$ cat src/rtl/odt_pkg.sv
`timescale 1ns/1ps
package odt_pkg;

  typedef enum logic [1:0] {
    CMD_RD  = 2'b00,
    CMD_WR4 = 2'b01,
    CMD_WR8 = 2'b10,
    CMD_NOP = 2'b11
  } odt_cmd_e;

  localparam int HOLD_SHORT = 4;
  localparam int HOLD_LONG  = 6;

  // RZQ divisor for a selector; zero for disabled or reserved codes
  function automatic logic [3:0] rtt_divisor(input logic [2:0] sel);
    logic [3:0] d;
    unique case (sel)
      3'b001:  d = 4'd4;
      3'b010:  d = 4'd2;
      3'b011:  d = 4'd6;
      3'b100:  d = 4'd12;
      3'b101:  d = 4'd8;
      default: d = 4'd0;
    endcase
    return d;
  endfunction

  function automatic logic rtt_active(input logic [2:0] sel);
    return (sel != 3'b000) && (sel <= 3'b101);
  endfunction

  // Selectors allowed while a write is terminated
  function automatic logic rtt_wr_legal(input logic [2:0] sel);
    return sel <= 3'b011;
  endfunction

  function automatic logic signed [9:0] calc_lat_raw(input logic [7:0] cwl,
                                                     input logic [7:0] al);
    return $signed({2'b00, cwl}) + $signed({2'b00, al}) - 10'sd2;
  endfunction

endpackage

$ cat src/rtl/odt_lat_pipe.sv
`timescale 1ns/1ps
module odt_lat_pipe #(
  parameter int MAX_LAT = 20,
  parameter int LAT_W   = $clog2(MAX_LAT + 1)
) (
  input  logic             clk,
  input  logic             rst_n,
  input  logic             odt_i,
  input  logic [LAT_W-1:0] lat_sel_i,
  output logic             tap_o
);

  logic [MAX_LAT:0] stage_q;

  always_ff @(posedge clk or negedge rst_n) begin
    if (!rst_n) stage_q[0] <= 1'b0;
    else        stage_q[0] <= odt_i;
  end

  for (genvar k = 1; k <= MAX_LAT; k++) begin : g_stage
    always_ff @(posedge clk or negedge rst_n) begin
      if (!rst_n) stage_q[k] <= 1'b0;
      else        stage_q[k] <= stage_q[k-1];
    end
  end

  assign tap_o = stage_q[lat_sel_i];

endmodule

$ cat src/rtl/odt_hold_tracker.sv
`timescale 1ns/1ps
module odt_hold_tracker
  import odt_pkg::*;
#(
  parameter int CNT_W = 3
) (
  input  logic       clk,
  input  logic       rst_n,
  input  logic       odt_i,
  input  logic       cmd_valid_i,
  input  logic [1:0] cmd_type_i,
  output logic       busy_o,
  output logic       viol_o
);

  localparam logic [CNT_W-1:0] LOAD_SHORT = CNT_W'(HOLD_SHORT - 1);
  localparam logic [CNT_W-1:0] LOAD_LONG  = CNT_W'(HOLD_LONG - 1);

  logic             prev_q;
  logic [CNT_W-1:0] cnt_q, cnt_d, dec, load;
  logic             viol_q;
  logic             rise_evt, wr_short_evt, wr_long_evt, drop_early;

  assign rise_evt     = odt_i & ~prev_q;
  assign wr_short_evt = cmd_valid_i & (cmd_type_i == CMD_WR4) & odt_i;
  assign wr_long_evt  = cmd_valid_i & (cmd_type_i == CMD_WR8) & odt_i;
  assign drop_early   = ~odt_i & (cnt_q != '0);

  always_comb begin
    dec  = (cnt_q == '0) ? '0 : cnt_q - 1'b1;
    load = '0;
    if (rise_evt || wr_short_evt) load = LOAD_SHORT;
    if (wr_long_evt)              load = LOAD_LONG;
    if (!odt_i)            cnt_d = '0;
    else if (load > dec)   cnt_d = load;
    else                   cnt_d = dec;
  end

  always_ff @(posedge clk or negedge rst_n) begin
    if (!rst_n) begin
      prev_q <= 1'b0;
      cnt_q  <= '0;
      viol_q <= 1'b0;
    end else begin
      prev_q <= odt_i;
      cnt_q  <= cnt_d;
      viol_q <= drop_early;
    end
  end

  assign busy_o = (cnt_q != '0);
  assign viol_o = viol_q;

endmodule

$ cat src/rtl/odt_term_tracker.sv
`timescale 1ns/1ps
module odt_term_tracker
  import odt_pkg::*;
#(
  parameter int CWL_W   = 4,
  parameter int AL_W    = 4,
  parameter int MAX_LAT = 20
) (
  input  logic             clk,
  input  logic             rst_n,
  input  logic             odt_i,
  input  logic             cmd_valid_i,
  input  logic [1:0]       cmd_type_i,
  input  logic             self_ref_i,
  input  logic [CWL_W-1:0] cwl_i,
  input  logic [AL_W-1:0]  al_i,
  input  logic [2:0]       rtt_sel_i,
  output logic             term_on_o,
  output logic [2:0]       term_code_o,
  output logic [3:0]       term_div_o,
  output logic             lat_err_o,
  output logic             viol_hold_o,
  output logic             viol_wr_val_o,
  output logic             viol_rd_o
);

  localparam int LAT_W = $clog2(MAX_LAT + 1);

  // named internal events, also seen by the checker
  logic signed [9:0] lat_raw;
  logic              lat_bad;
  logic [LAT_W-1:0]  lat_sel;
  logic              odt_tap;
  logic              hold_busy;
  logic              rd_evt;
  logic              wr_evt;
  logic              wr_bad_evt;
  logic              viol_wr_q, viol_rd_q;

  assign lat_raw = calc_lat_raw(8'(cwl_i), 8'(al_i));
  assign lat_bad = (lat_raw < 10'sd1) || (lat_raw > 10'(MAX_LAT));

  always_comb begin
    if (lat_raw < 10'sd1)               lat_sel = LAT_W'(1);
    else if (lat_raw > 10'(MAX_LAT))    lat_sel = LAT_W'(MAX_LAT);
    else                                lat_sel = lat_raw[LAT_W-1:0];
  end

  odt_lat_pipe #(
    .MAX_LAT (MAX_LAT),
    .LAT_W   (LAT_W)
  ) u_pipe (
    .clk       (clk),
    .rst_n     (rst_n),
    .odt_i     (odt_i),
    .lat_sel_i (lat_sel),
    .tap_o     (odt_tap)
  );

  odt_hold_tracker #(
    .CNT_W (3)
  ) u_hold (
    .clk         (clk),
    .rst_n       (rst_n),
    .odt_i       (odt_i),
    .cmd_valid_i (cmd_valid_i),
    .cmd_type_i  (cmd_type_i),
    .busy_o      (hold_busy),
    .viol_o      (viol_hold_o)
  );

  assign term_on_o   = odt_tap & rtt_active(rtt_sel_i) & ~self_ref_i;
  assign term_code_o = term_on_o ? rtt_sel_i : 3'b000;
  assign term_div_o  = term_on_o ? rtt_divisor(rtt_sel_i) : 4'd0;
  assign lat_err_o   = lat_bad;

  assign rd_evt     = cmd_valid_i & (cmd_type_i == CMD_RD) & (odt_i | term_on_o);
  assign wr_evt     = cmd_valid_i & ((cmd_type_i == CMD_WR4) | (cmd_type_i == CMD_WR8));
  assign wr_bad_evt = wr_evt & odt_i & ~rtt_wr_legal(rtt_sel_i);

  always_ff @(posedge clk or negedge rst_n) begin
    if (!rst_n) begin
      viol_wr_q <= 1'b0;
      viol_rd_q <= 1'b0;
    end else begin
      viol_wr_q <= wr_bad_evt;
      viol_rd_q <= rd_evt;
    end
  end

  assign viol_wr_val_o = viol_wr_q;
  assign viol_rd_o     = viol_rd_q;

endmodule

$ cat config.mk
export PLATFORM = sky130hd
export DESIGN_NAME = odt_term_tracker
export DESIGN_NICKNAME = d
export VERILOG_FILES = /design/src/rtl/odt_pkg.sv /design/src/rtl/odt_lat_pipe.sv /design/src/rtl/odt_hold_tracker.sv /design/src/rtl/odt_term_tracker.sv
export SDC_FILE = /design/constraint.sdc
export NUM_CORES = 1
export LEC_CHECK = 0
export BUFFER_PORTS_ARGS = -buffer_cell sky130_fd_sc_hd__buf_2
export CAP_MARGIN = 20
export CORE_UTILIZATION = 51
export CTS_CLUSTER_DIAMETER = 200
export DETAILED_ROUTE_END_ITERATION = 7
export PLACE_DENSITY = 0.76
export REMOVE_ABC_BUFFERS = 1
export SYNTH_ARGS = -nofsm -noshare
export SYNTH_HDL_FRONTEND = slang
export SYNTH_SLANG_ARGS = --single-unit
$ cat constraint.sdc
create_clock -name clk -period 3.3 [get_ports clk]
set_input_delay 0.495 -clock clk [delete_from_list [all_inputs] [get_ports clk]]
set_output_delay 0.495 -clock clk [all_outputs]
set_load 0.05 [all_outputs]
# [Yosys cells after proc, flatten, opt, wreduce, memory -nomap -nowiden]
# Cells that the tools add are included.
[op_classes] n_addsub=3 order_cmp=6 n_eq_ne=7 mux=12 bitwise_logic=19 reduce_logical=7
[ops] operator="one-hot mux 4 bit (5 select lines)" count=1
[ops] operator="2-to-1 mux 3 bit" count=5
[ops] operator="bitwise AND 1 bit" count=13
[ops] operator="2-to-1 mux 5 bit" count=2
[ops] operator="equality test 3 x 2 -> 1 bit, second input constant" count=2
[ops] operator="equality test 3 bit, second input constant" count=2
[ops] operator="> comparator 6 bit, second input constant" count=1
[ops] operator="< comparator 5 x 6 -> 1 bit, second input constant" count=1
[ops] operator="< comparator 6 x 2 -> 1 bit, second input constant" count=1
[ops] operator="nonzero test 3 bit" count=2
[ops] operator="subtractor 5 x 2 -> 6 bit, second input constant" count=1
[ops] operator="adder 4 x 4 -> 5 bit" count=1
[ops] operator="binary-select mux 1 bit (select 5 bit)" count=1
[ops] operator="2-to-1 mux 4 bit" count=1
[ops] operator="NOT 1 bit" count=4
[ops] operator="equality test 3 x 1 -> 1 bit, second input constant" count=1
[ops] operator="> comparator 3 bit" count=1
[ops] operator="<= comparator 3 x 2 -> 1 bit, second input constant" count=1
[ops] operator="<= comparator 3 bit, second input constant" count=1
[ops] operator="zero test 3 bit" count=1
[ops] operator="subtractor 3 x 1 -> 3 bit, second input constant" count=1
[ops] operator="equality test 2 x 1 -> 1 bit, second input constant" count=1
[ops] operator="equality test 2 bit, second input constant" count=1
[ops] operator="zero test 2 bit" count=1
[ops] operator="5 further kinds" count=7
[totals] regBits=27 output_inout_bits=12 wordCells=79

# [Longest topological paths before layout]
[depth] depth_word=11 depth_mapped=14 depth_no_buf=12

# [Hierarchy]
# From an unflattened synthesis, not the netlist that was laid out.
[hier_totals] hier_cells=168 hier_area_um2=1711.6
[by_module_without_submodules] mod="odt_lat_pipe" instances=1 cells_each=42 area_per_inst_um2=744.5 seq_area_each_um2=525.5
[by_module_without_submodules] mod="odt_term_tracker" instances=1 cells_each=83 area_per_inst_um2=589.3 seq_area_each_um2=50.0
[by_module_without_submodules] mod="odt_hold_tracker" instances=1 cells_each=43 area_per_inst_um2=377.9 seq_area_each_um2=125.1

# [Worst setup path after synthesis]
# OpenSTA, ideal clock, no wires.
[synth_path] path_kind="input-to-output" startpoint="in cwl_i[1]" endpoint="out term_div_o[2]" arrival_time_ns=3.998 required_ns=2.805 path_slack_ns=-1.193 stages=12 cell_sequence="inv_1 ha_1 inv_1 ha_1 fa_1 clkbuf_1 o211a_2 a211oi_1 a2111oi_2 o31ai_1 a211oi_4 nor3b_1"
[synth_via] elab_chain_cells=10 word_cells_on_any_way=11
[synth_lines] element="from (decl)" line_no="odt_term_tracker.sv:15" text="input logic [CWL_W-1:0] cwl_i,"
[synth_lines] element="adder 4 x 4 -> 5 bit *" line_no="odt_pkg.sv:39" text="return $signed({2'b00, cwl}) + $signed({2'b00, al}) - 10'sd2;"
[synth_lines] element="subtractor 5 x 2 -> 6 bit *" line_no="odt_pkg.sv:39"
[synth_lines] element="> comparator 6 bit" line_no="odt_term_tracker.sv:45" text="else if (lat_raw > 10'(MAX_LAT)) lat_sel = LAT_W'(MAX_LAT);"
[synth_lines] element="2-to-1 mux 5 bit" line_no="odt_term_tracker.sv:45"
[synth_lines] element="2-to-1 mux 5 bit *" line_no="odt_term_tracker.sv:44" text="if (lat_raw < 10'sd1) lat_sel = LAT_W'(1);"
[synth_lines] element="binary-select mux 1 bit (select 5 bit) *" line_no="odt_lat_pipe.sv:27" text="assign tap_o = stage_q[lat_sel_i];"
[synth_lines] element="2-to-1 mux 1 bit (implied by the code) *" line_no="odt_lat_pipe.sv:27"
[synth_lines] element="bitwise AND 1 bit * (2 in a row)" line_no="odt_term_tracker.sv:72" text="assign term_on_o = odt_tap & rtt_active(rtt_sel_i) & ~self_ref_i;"
[synth_lines] element="2-to-1 mux 4 bit *" line_no="odt_term_tracker.sv:74" text="assign term_div_o = term_on_o ? rtt_divisor(rtt_sel_i) : 4'd0;"
[synth_lines] element="to (decl)" line_no="odt_term_tracker.sv:20" text="output logic [3:0] term_div_o,"
# Every way passes the cells marked *; elsewhere a longest branch is shown, timed or not. The select of a mux whose other input is x is not followed.

# [Worst setup path in the final report]
[layout_path] startpoint="in cwl_i[1]" endpoint="out term_div_o[1]"
# Same word-level chain as after synthesis.

==> flow_metrics.tcl <==
set metrics [dict create \
    ys_seq_elements 27 \
    power_frac_seq_pct 24.9 \
    insertion_delay_ns 0.27 \
    die_area_mm2 0.00405 \
    powerDensity_mw_per_mm2 489 \
    final_util_pct 82.4 \
    p_total_mw 1.48 \
    fin_skew_ns 0.00199 \
    layout_min_cycle_time_ns 3.98 \
    synth-seq-area-share_pct 34.9 \
    syn_to_final_growth_pct 55.6 \
    async_flop_share_pct 100 \
    clock_sinks 27 \
    drc_errors 0 \
    p_switching_mw 0.609 \
    synth_area_mm2 0.00194 \
    grt_pass1_wl_mm 9.07 \
    cpPeakStageDelay_ns 0.42 \
    maxCapViolCount 0 \
    track_usage_pct 29.3 \
    met1_usage_pct 34.4 \
    grt-ovfl-total 0 \
    die_w_um 63.6 \
    worst_ep_required_time_ns 2.80 \
    ys.flop_type "dfrtp_1" \
    viasPerCell 6.57 \
    coreArea_mm2 0.00366 \
    hold_violations 0 \
    fin_crit_sh_pct 121 \
    p_leak_nw 1.33 \
    clk_path_buf_depth 2 \
    failed_checks "setup timing" \
    final_common_cell "buf_4" \
    clkPwrFrac_pct 12.6 \
    busiest_layer "met2" \
    grt_max_degree 28 \
    ir_drop_uv 379 \
    chipHeight_um 63.6 \
    drt_iter0_drc 227 \
    crit_fanout 7 \
    cts-root-buf "clkbuf_8" \
    dr.pass1.iters 6 \
    cts_max_level 1 \
    antenna_found_initial 0 \
    nNetsFinal 317 \
    synth_cell_type_count 59 \
    mostFrequentLayoutCells "buf_4, dfrtp_1, buf_2" \
    num_antenna_cells 0 \
    drive_gt1_share_pct 50.7 \
    outcome "finished with violations" \
    crit_family "compound AO/OA/AOI/OAI gates" \
    numCtsBuffers 3 \
    cts_tree "done" \
    gp_congestion 1.01 \
    worstSetupPathType "primary input to output pin" \
    synth_top_area_share_pct 34.9 \
    endpoint_kind "output pin" \
    port_buffers 28 \
    path_buf_inv 6 \
    p_sw_share_pct 41.3 \
    crit_chain "buf_6, inv_4, ha_4, inv_4, ha_4, fa_2, xor2_2, o211a_4, buf_4, a21oi_4, mux2i_1, a211oi_2, a211oi_4, buf_12, nor2_1, buf_6" \
    detail-route-antenna-nets 0 \
    yosysWarnings 0 \
    p_comb_share_pct 62.5 \
    worst_pin_slew_ns 0.636 \
    start_util_pct 52.9 \
    internal_power_mw 0.866 \
    cp.arrival_ns 3.48 \
    hpwl_mm 3.62 \
    vias 2182 \
    hold_class "primary input to asynchronous set/reset pin" \
    rsz0062_at_grt "yes" \
    yosys-top-cells-area "dfrtp_1, ha_1, inv_1, nor2_1, a211oi_1" \
    worst_setup_path_start_kind "primary input" \
    grt_pass1_vias 1961 \
    fmax_mhz 251 \
    final.setup.worst_slack_ns -0.677 \
    setup_viol 8 \
    avgSynthCellArea_um2 9.32 \
    cts.clk_slew.worst_paths_ns 0.09 \
    synth_top_cell_by_area "dfrtp_1" \
    met3_usage_pct 7.25 \
    synthCells 208 \
    synth_edf_count 0 \
    slew_headroom_pct 57.3 \
    routed_wl_mm 7.38 \
    slew_viol_final 0 \
    crit_slowest_cell "fa_2" \
    io_pins 30 \
    post_drt_wl_per_cell_um 22.2 \
    placementRows 22 \
    grt_util_met2_pct 50.8 \
]
[per-stage QoR]
step	area [um^2]	std cells	worst slack [ns]	TNS, ns	hold slack (ns)
CTS	2760	325	-0.442	-2.98	0.224
detailed placement	2370	311	-0.750	-5.49	0.363
floorplan	1860	196	-1.39	-6.72	0.199
global route	3020	332	-0.680	-4.64	0.243
global placement	2370	311	-0.608	-4.39	0.358
finish	3020	332	-0.677	-4.29	0.210
[metal layers]
metal	routed length (um)	vias to the layer above
li1	-	912
met1	2750	1035
met2	3390	163
met3	704	72
met4	535	0
met5	0	-
[flip-flops by register name, summed over array words and instances (netlist names)]
| name | flops |
|---|---|
| u_hold.cnt_q | 3 |
| viol_wr_val_o | 1 |
| u_pipe.stage_q | 20 |
| viol_rd_o | 1 |
| u_hold.viol_o | 1 |
| u_hold.prev_q | 1 |
[synth_stat cells (2+ instances only)]
master     count
nor3_1         4
and4_1         2
nand2b_1       3
and3_1         4
a21o_1         3
a211o_1        3
buf_6          3
clkbuf_1       3
xor2_1         2
o22a_1         2
mux2i_1        2
ha_1          13
a211oi_2       2
and2_1         3
a21oi_1        9
a211oi_1       7
inv_1         22
a2111oi_2      2
nand3_1        3
a21boi_0       2
o211ai_1       3
buf_2          5
a31oi_1        2
a221oi_1       4
nand2_1       13
nor3b_1        2
nor2_1        16
xnor2_1        2
dfrtp_1       27
nor4_1         2
o21ai_0       10
[layout make-up]
cell class / count / area, um^2
clock inverter: 1 / 7.51
fill: 167 / 646
inverter: 22 / 90.1
sequential: 27 / 676
multi-input combinational: 147 / 1450
clock buffer: 3 / 41.3
tap: 48 / 60.1
timing repair buffer: 84 / 694
[kinds of logic after synthesis]
| kind of cell | Yosys count | synth area share (%) |
|---|---|---|
| xor gates and xnor gates | 4 | 1.81 |
| DFF | 27 | 34.9 |
| muxes | 3 | 1.61 |
| adders and majority gates | 14 | 9.43 |
| other | 1 | 0.193 |
| AOI/OAI and AO/OA | 67 | 28.5 |
| and+or+nand+nor | 58 | 15.3 |
| buffers and inverters | 34 | 8.26 |
[power by group through the flow]
stage               Sequential, mW  Clock (mW)  Combinational [mW]
floorplan                    0.378           0               0.354
global placement             0.371           0               0.562
detailed placement           0.372           0               0.571
CTS                          0.367       0.188               0.714
global route                 0.370       0.205               0.957
finish                       0.368       0.186               0.922
[what timing repair did]
action / CTS / global route
hold buffers: 0 / 0
pin swaps: 22 / 25
resized for setup: 60 / 33
endpoints found under the setup margin: 8 / 8
buffers inserted: 11 / 11
[worst paths after layout]
path | slack, ns | cells after the start | to | startpoint
min reg2reg | 0.39 | 0 | u_pipe.stage_q[4] | u_pipe.stage_q[3]
max reg2reg | 1.36 | 8 | u_hold.cnt_q[2] | u_hold.cnt_q[1]
min | 0.21 | 1 | u_hold.cnt_q[1] | rst_n
max | -0.68 | 16 | term_div_o[1] | cwl_i[1]
max in group asynchronous | 2.70 | 1 | u_pipe.stage_q[20] | rst_n
min in group clk | 0.39 | 0 | u_pipe.stage_q[4] | u_pipe.stage_q[3]
(Power assumes the default switching activity.)
